--- src/rtl/parity_err_monitor.sv ---
module parity_err_monitor #(
  parameter int HDR_W      = 4,
  parameter int DATA_W     = 8,
  parameter int WIN_W      = 4,
  parameter int BUDGET_MAX = 16,
  localparam int CNT_W     = $clog2(BUDGET_MAX + 1)
) (
  input  logic              clk,
  input  logic              rst_n,
  input  logic [HDR_W-1:0]  hdr_i,
  input  logic [DATA_W-1:0] data_i,
  input  logic              odd_sel_i,
  output logic              parity_o,
  input  logic              valid_i,
  input  logic              ready_i,
  input  logic [WIN_W-1:0]  win_len_i,
  input  logic              budget_ld_i,
  input  logic [CNT_W-1:0]  budget_i,
  input  logic              err_clr_i,
  input  logic              irq_clr_i,
  input  logic              irq_en_i,
  output logic              err_flag_o,
  output logic              irq_pend_o,
  output logic              event_o,
  output logic              srq_o,
  output logic [CNT_W-1:0]  budget_o
);

  localparam logic [CNT_W-1:0] CAP = CNT_W'(BUDGET_MAX);

  logic             valid_q;
  logic             armed;
  logic [WIN_W-1:0] win_left;
  logic [CNT_W-1:0] budget_q;
  logic             flag_q, pend_q, evt_q;

  wire fall    = valid_q & ~valid_i;
  wire err_hit = armed & ~ready_i;
  wire fire    = err_hit & (budget_q <= CNT_W'(1));

  assign parity_o   = (^{hdr_i, data_i}) ^ odd_sel_i;
  assign err_flag_o = flag_q;
  assign irq_pend_o = pend_q;
  assign event_o    = evt_q;
  assign srq_o      = pend_q & irq_en_i;
  assign budget_o   = budget_q;

  always_ff @(posedge clk or negedge rst_n) begin
    if (!rst_n) begin
      valid_q  <= 1'b0;
      armed    <= 1'b0;
      win_left <= '0;
    end else begin
      valid_q <= valid_i;
      if (fall) begin
        armed    <= (win_len_i != '0);
        win_left <= win_len_i;
      end else if (armed) begin
        if (!ready_i || win_left == WIN_W'(1)) armed <= 1'b0;
        win_left <= win_left - WIN_W'(1);
      end
    end
  end

  always_ff @(posedge clk or negedge rst_n) begin
    if (!rst_n) begin
      budget_q <= CAP;
    end else if (budget_ld_i) begin
      budget_q <= (budget_i > CAP) ? CAP : budget_i;
    end else if (err_hit && budget_q != '0) begin
      budget_q <= budget_q - CNT_W'(1);
    end
  end

  always_ff @(posedge clk or negedge rst_n) begin
    if (!rst_n) begin
      flag_q <= 1'b0;
      pend_q <= 1'b0;
      evt_q  <= 1'b0;
    end else begin
      evt_q <= fire;
      if (err_hit)        flag_q <= 1'b1;
      else if (err_clr_i) flag_q <= 1'b0;
      if (fire)           pend_q <= 1'b1;
      else if (irq_clr_i) pend_q <= 1'b0;
    end
  end

endmodule

--- config.mk ---
export PLATFORM = sky130hd
export DESIGN_NAME = parity_err_monitor
export DESIGN_NICKNAME = d
export VERILOG_FILES = /design/src/rtl/parity_err_monitor.sv
export SDC_FILE = /design/constraint.sdc
export NUM_CORES = 1
export LEC_CHECK = 0
export BUFFER_PORTS_ARGS = -buffer_cell sky130_fd_sc_hd__buf_2
export CORE_ASPECT_RATIO = 0.8
export CORE_MARGIN = 1
export CORE_UTILIZATION = 49
export CTS_CLUSTER_SIZE = 12
export DETAILED_ROUTE_END_ITERATION = 8
export PLACE_DENSITY_LB_ADDON = 0.05
export SLEW_MARGIN = 20
export SYNTH_ARGS = -nofsm -noshare
export SYNTH_HDL_FRONTEND = slang
export SYNTH_SLANG_ARGS = --single-unit
--- constraint.sdc ---
create_clock -name clk -period 4.2 [get_ports clk]
set_input_delay 0.84 -clock clk [delete_from_list [all_inputs] [get_ports clk]]
set_output_delay 0.84 -clock clk [all_outputs]
set_load 0.03 [all_outputs]
==> results of run 1 <==
## cell usage in the layout, fill, tap and decap left out, types with 2 or more instances in the layout
cell / instances
xor2_1: 3
dfrtp_1: 13
buf_2: 39
a21oi_1: 3
clkbuf_4: 3
o21ai_0: 9
and3_1: 2
nor2b_1: 2
mux2_2: 2
nand2_1: 6
xnor3_1: 3
o31a_1: 3
inv_1: 11
ha_1: 4
xnor2_1: 6
o31ai_1: 2
## critical path: cells and delay by family
kind | cells | cell delay (ps)
XOR/XNOR | 3 | 710
buffers and inverters | 2 | 310
## metal layers
metal	part of all wire	GRT usage	up-vias
met5	0	0	-
met4	0	0.0417	0
met3	0.10	0.0556	0
met2	0.43	0.307	41
met1	0.47	0.238	340
li1	-	-	388
## cell type report
class	instances	area [sq um]	share of cell area
Sequential cell	14	352	0.306
Timing Repair Buffer	39	195	0.170
Inverter	11	41.3	0.0359
Multi-Input combinational cell	60	507	0.441
Clock buffer	4	26.3	0.0229
Tap cell	22	27.5	0.0240
## flip-flops by register name (all words and copies together), names as in the netlist
register,cells
budget_o,5
win_left,4
armed,1
err_flag_o,1
event_o,1
irq_pend_o,1
valid_q,1
## stage by stage
step                      setup slack (ps)  instances  power, W
after floorplan                       1410         88  0.000305
after global placement                1500        146  0.000347
after detailed placement              1490        146  0.000354
after CTS                             1490        150  0.000430
after global routing                  1440        150  0.000458
final                                 1500        150  0.000428
## logic make-up after synthesis
logic type	after synthesis
AO/OA/AOI/OAI	22
AND/OR/NAND/NOR	20
buffers and inverters	14
flip-flops	14
XOR/XNOR	12
adder cells (fa/ha/maj)	4
multiplexers	2
## synthesized netlist by cell type, types with 2 or more instances
master and count:
dfrtp_1 13, inv_1 11, o21ai_0 9, nand2_1 6
xnor2_1 6, ha_1 4, a21oi_1 3, o31a_1 3
xnor3_1 3, xor2_1 3, and3_1 2, mux2_2 2
nor2b_1 2, o31ai_1 2
## how the worst min path moves through the flow
| stage | depth (start not counted) | slack [ps] | endpoint |
|---|---|---|---|
| floorplan | 0 | 540 | armed |
| global placement | 2 | 510 | err_flag_o |
| detailed placement | 2 | 520 | err_flag_o |
| CTS | 1 | 440 | win_left[0] |
| global route | 1 | 450 | irq_pend_o |
| finish | 1 | 440 | budget_o[2] |
## power by group through the flow
stage          Sequential [W]  Combinational (W)   Clock, W
3_5_place_dp         0.000191           0.000163          0
2_1_floorplan        0.000197           0.000107          0
4_1_cts              0.000189           0.000164  0.0000780
3_3_place_gp         0.000190           0.000158          0
5_1_grt              0.000194           0.000178  0.0000859
6_report             0.000190           0.000162  0.0000760
==> impl_metrics.env, run 1 <==
export IMPL_status="complete, no violations"
export IMPL_ctsLongestPathBuffers=2
export IMPL_cts_repair_resized=0
export IMPL_ys_ff_latch=14
export IMPL_grt_pass1_vias=598
export IMPL_drv_slew=0
export IMPL_finalClockSkew_ps=4.96
export IMPL_hold_viol_final=0
export IMPL_cts_tree="built"
export IMPL_worstSkewPairLatency_ps=280
export IMPL_period_share=0.643
export IMPL_max_stage_delay_ps=420
export IMPL_placed_area_sq_um=1120
export IMPL_reg2reg_depth=5
export IMPL_grt_pass1_wl_um=2620
export IMPL_wirelength_um=1780
export IMPL_synth_cells=88
export IMPL_tightest_slew_ps=492
export IMPL_clk_pin_slew_ps=80
export IMPL_seqPwrFrac=0.443
export IMPL_cp_common_cell="buf_2"
export IMPL_rsz0062_at_grt="no"
export IMPL_ys_seq_area_frac=0.384
export IMPL_gp_congestion=0.784
export IMPL_synth_edf_count=0
export IMPL_synth_cell_type_count=33
export IMPL_die_area_sq_um=2040
export IMPL_synth_compound_area_frac=0.181
export IMPL_p_comb_frac=0.379
export IMPL_cp_end_kind="output port"
export IMPL_fmax_mhz=371
export IMPL_synth_xor_area_frac=0.160
export IMPL_critPathLaunch="data_i[5]"
export IMPL_area_growth_pct=25.6
export IMPL_synth_top_area_cell="dfrtp_1"
export IMPL_drt_iter0_markers=11
export IMPL_hold_buffers=0
export IMPL_wl_per_cell_um=11.9
export IMPL_synth_top_family_by_area="compound AO/OA/AOI/OAI gates"
export IMPL_grt_overflow_total=0
export IMPL_avgSynthCellArea_sq_um=10.4
export IMPL_crit_path_start_kind="input port"
export IMPL_crit_arrival_ps=1860
export IMPL_maxCapViolations=0
export IMPL_numCtsBuffers=3
export IMPL_firstDrtPassIters=4
export IMPL_grt_usage=0.183
export IMPL_hold_path_class="in2async"
export IMPL_ys_flop_type="dfrtp_1"
export IMPL_cts_sinks=14
export IMPL_fillers=145
export IMPL_grt_max_degree=15
export IMPL_powerDensity_nw_per_um2=373
export IMPL_synthSimpleGateAreaFrac=0.134
export IMPL_drcViolationCount=0
export IMPL_stdcell_area_sq_um=1150
export IMPL_design_core_area_sq_um=1690
export IMPL_num_vias=769
export IMPL_fin_util=0.679
export IMPL_critPathRequiredTime_ps=3360
export IMPL_cp_cell_sequence="buf_2 > xor2_1 > xnor3_1 > xnor2_1 > buf_2"
export IMPL_regToRegEndpoint="budget_o[0]"
export IMPL_root_buffer="clkbuf_4"
export IMPL_power_switching_w=0.000153
export IMPL_rrSetupSlack_ps=2220
export IMPL_cp_max_fo=1
export IMPL_vdd_ir_drop_max_mv=0.288
export IMPL_synthAdderAreaFrac=0.0547
export IMPL_die_w_um=50.3
export IMPL_yosysWarnings=0
export IMPL_p_int_w=0.000275
export IMPL_leakage_nw=0.576
export IMPL_num_rows=13
export IMPL_clkPwrFrac=0.178
export IMPL_hpwl_um=1400
export IMPL_holdWs_ps=438
export IMPL_initial_core_util=0.541
export IMPL_synthTopCellsByArea="dfrtp_1 36%, xnor3_1 7.4%, xnor2_1 5.7%, ha_1 5.5%, o21ai_0 4.9%"
export IMPL_maxSlewHeadroom=0.672
export IMPL_htree_levels=1
export IMPL_synth_top_cell_area_share=0.356
export IMPL_antenna_found_initial=0
export IMPL_drt_vias_per_instance=5.13
export IMPL_antenna_cells=0
export IMPL_drive_above_1_share=0.367
export IMPL_worstSetupPathType="in2out"
export IMPL_crit_end="parity_o"
export IMPL_io_buffers=39
export IMPL_post_route_min_period_ps=2700
export IMPL_swShare=0.358
export IMPL_synth_area_mux_share=0.0246
export IMPL_cp_slowest_cell="xnor3_1"
export IMPL_setup_tns_ps=0
export IMPL_die_y_um=40.6
export IMPL_worstReg2RegStart="budget_o[0]"
export IMPL_synth_nets=122
export IMPL_postRouteAntennaNets=0
export IMPL_nets=163
export IMPL_post_cts_buffers=0
export IMPL_ioPinCount=40
export IMPL_async_flop_share=1.00
export IMPL_syn_area_sq_um=915
export IMPL_setup_viol=0
Note: power is estimated with default switching activity, not from simulation.
==> run 2, diff against run 1 <==
CORE_UTILIZATION = 46   (was 49)
clock period = 2.6 ns   (was 4.2 ns; I/O delays follow)
==> impl_metrics.env, run 2 (synthesis gave the netlist of run 1 again) <==
export IMPL_post_place_ws_ps=530
export IMPL_grt_overflow_total=0
export IMPL_ctsLongestPathBuffers=2
export IMPL_antenna_found_initial=0
export IMPL_cts_sinks=14
export IMPL_die_w_um=51.9
export IMPL_cts_repair_resized=0
export IMPL_wirelength_um=1850
export IMPL_period_share=0.796
export IMPL_crit_arrival_ps=1550
export IMPL_worstSkewPairLatency_ps=280
export IMPL_maxSlewHeadroom=0.654
export IMPL_area_growth_pct=25.9
export IMPL_leakage_nw=0.576
export IMPL_tightest_slew_ps=518
export IMPL_cp_end_kind="output port"
export IMPL_crit_path_start_kind="input port"
export IMPL_fmax_mhz=483
export IMPL_largest_reg_flops=5
export IMPL_critPathLaunch="data_i[5]"
export IMPL_drt_vias_per_instance=5.12
export IMPL_initial_core_util=0.488
export IMPL_layout_commonest_cell="buf_2"
export IMPL_design_core_area_sq_um=1870
export IMPL_antenna_cells=0
export IMPL_vdd_ir_drop_max_mv=0.388
export IMPL_num_rows=14
export IMPL_grt_pass1_wl_um=3120
export IMPL_worstReg2RegStart="budget_o[0]"
export IMPL_gp_congestion=0.780
export IMPL_drcViolationCount=0
export IMPL_wl_per_cell_um=12.2
export IMPL_finalClockSkew_ps=4.34
export IMPL_worstSetupPathType="in2out"
export IMPL_setup_slack_ps=531
export IMPL_most_common_layout_cells="39 x buf_2, 13 x dfrtp_1, 11 x inv_1, 9 x o21ai_0"
export IMPL_maxCapViolations=0
export IMPL_io_buffers=39
export IMPL_multi_input_comb_area_sq_um=507
export IMPL_die_area_sq_um=2170
export IMPL_hold_path_class="in2async"
export IMPL_cp_max_fo=1
export IMPL_hold_viol_final=0
export IMPL_hold_buffers=0
export IMPL_rsz0062_at_grt="no"
export IMPL_grt_usage=0.201
export IMPL_ioPinCount=40
export IMPL_post_route_min_period_ps=2070
export IMPL_nets=163
export IMPL_setup_viol=0
export IMPL_powerDensity_nw_per_um2=606
export IMPL_status="complete, no violations"
export IMPL_num_vias=778
export IMPL_drt_iter0_markers=24
export IMPL_hpwl_um=1440
export IMPL_fin_util=0.614
export IMPL_numCtsBuffers=3
export IMPL_firstDrtPassIters=6
export IMPL_grt_max_degree=15
export IMPL_die_y_um=41.9
export IMPL_root_buffer="clkbuf_4"
export IMPL_drv_slew=0
export IMPL_grt_pass1_vias=739
export IMPL_clk_pin_slew_ps=80
export IMPL_htree_levels=1
export IMPL_drive_above_1_share=0.367
export IMPL_seqCellArea_sq_um=352
export IMPL_p_total_w=0.000697
export IMPL_fillers=162
export IMPL_critPathRequiredTime_ps=2080
export IMPL_postRouteAntennaNets=0
export IMPL_cts_tree="built"
export IMPL_setup_tns_ps=0
export IMPL_post_cts_buffers=0
[run 2: final timing paths]
kind / cells after the start / end / slack [ps]
max: 5 / parity_o / 530
min: 1 / budget_o[3] / 120
max reg2reg: 5 / budget_o[0] / 640
min reg2reg: 2 / err_flag_o / 540
max in group asynchronous: 1 / budget_o[4] / 2180
min in group clk: 1 / valid_q / 370
[run 2: report_power, final]
group	total, W	switching [W]	internal, W	leakage, nW
clock network	0.000125	0.0000658	0.0000595	0.0150
registers	0.000306	0.0000459	0.000260	0.172
logic	0.000266	0.000141	0.000126	0.389
[run 2: through the flow]
step	hold WS [ps]	cell area, sq um	std cells
6_report	124	1150	152
2_1_floorplan	224	915	88
5_1_grt	138	1150	152
3_5_place_dp	437	1120	148
3_3_place_gp	434	1120	148
4_1_cts	123	1150	152
[run 2: cell type report]
| type | instances | area share |
|---|---|---|
| Sequential cell | 14 | 0.305 |
| Timing Repair Buffer | 39 | 0.170 |
| Multi-Input combinational cell | 60 | 0.440 |
| Inverter | 11 | 0.0359 |
| Tap cell | 24 | 0.0261 |
| Clock buffer | 4 | 0.0228 |
[run 2: per-layer routing]
layer / track usage / vias up / share of wire / wire [um]
met5: 0 / - / 0 / 0
met4: 0.0649 / 0 / 0.011 / 20
met3: 0.0659 / 2 / 0.085 / 158
met2: 0.287 / 38 / 0.41 / 755
met1: 0.284 / 350 / 0.49 / 914
li1: - / 388 / - / -
[run 2: worst max-delay path: stages]
cell and delay [ps]:
buf_2 100, xor2_1 150, xnor3_1 420, xnor2_1 140, buf_2 210
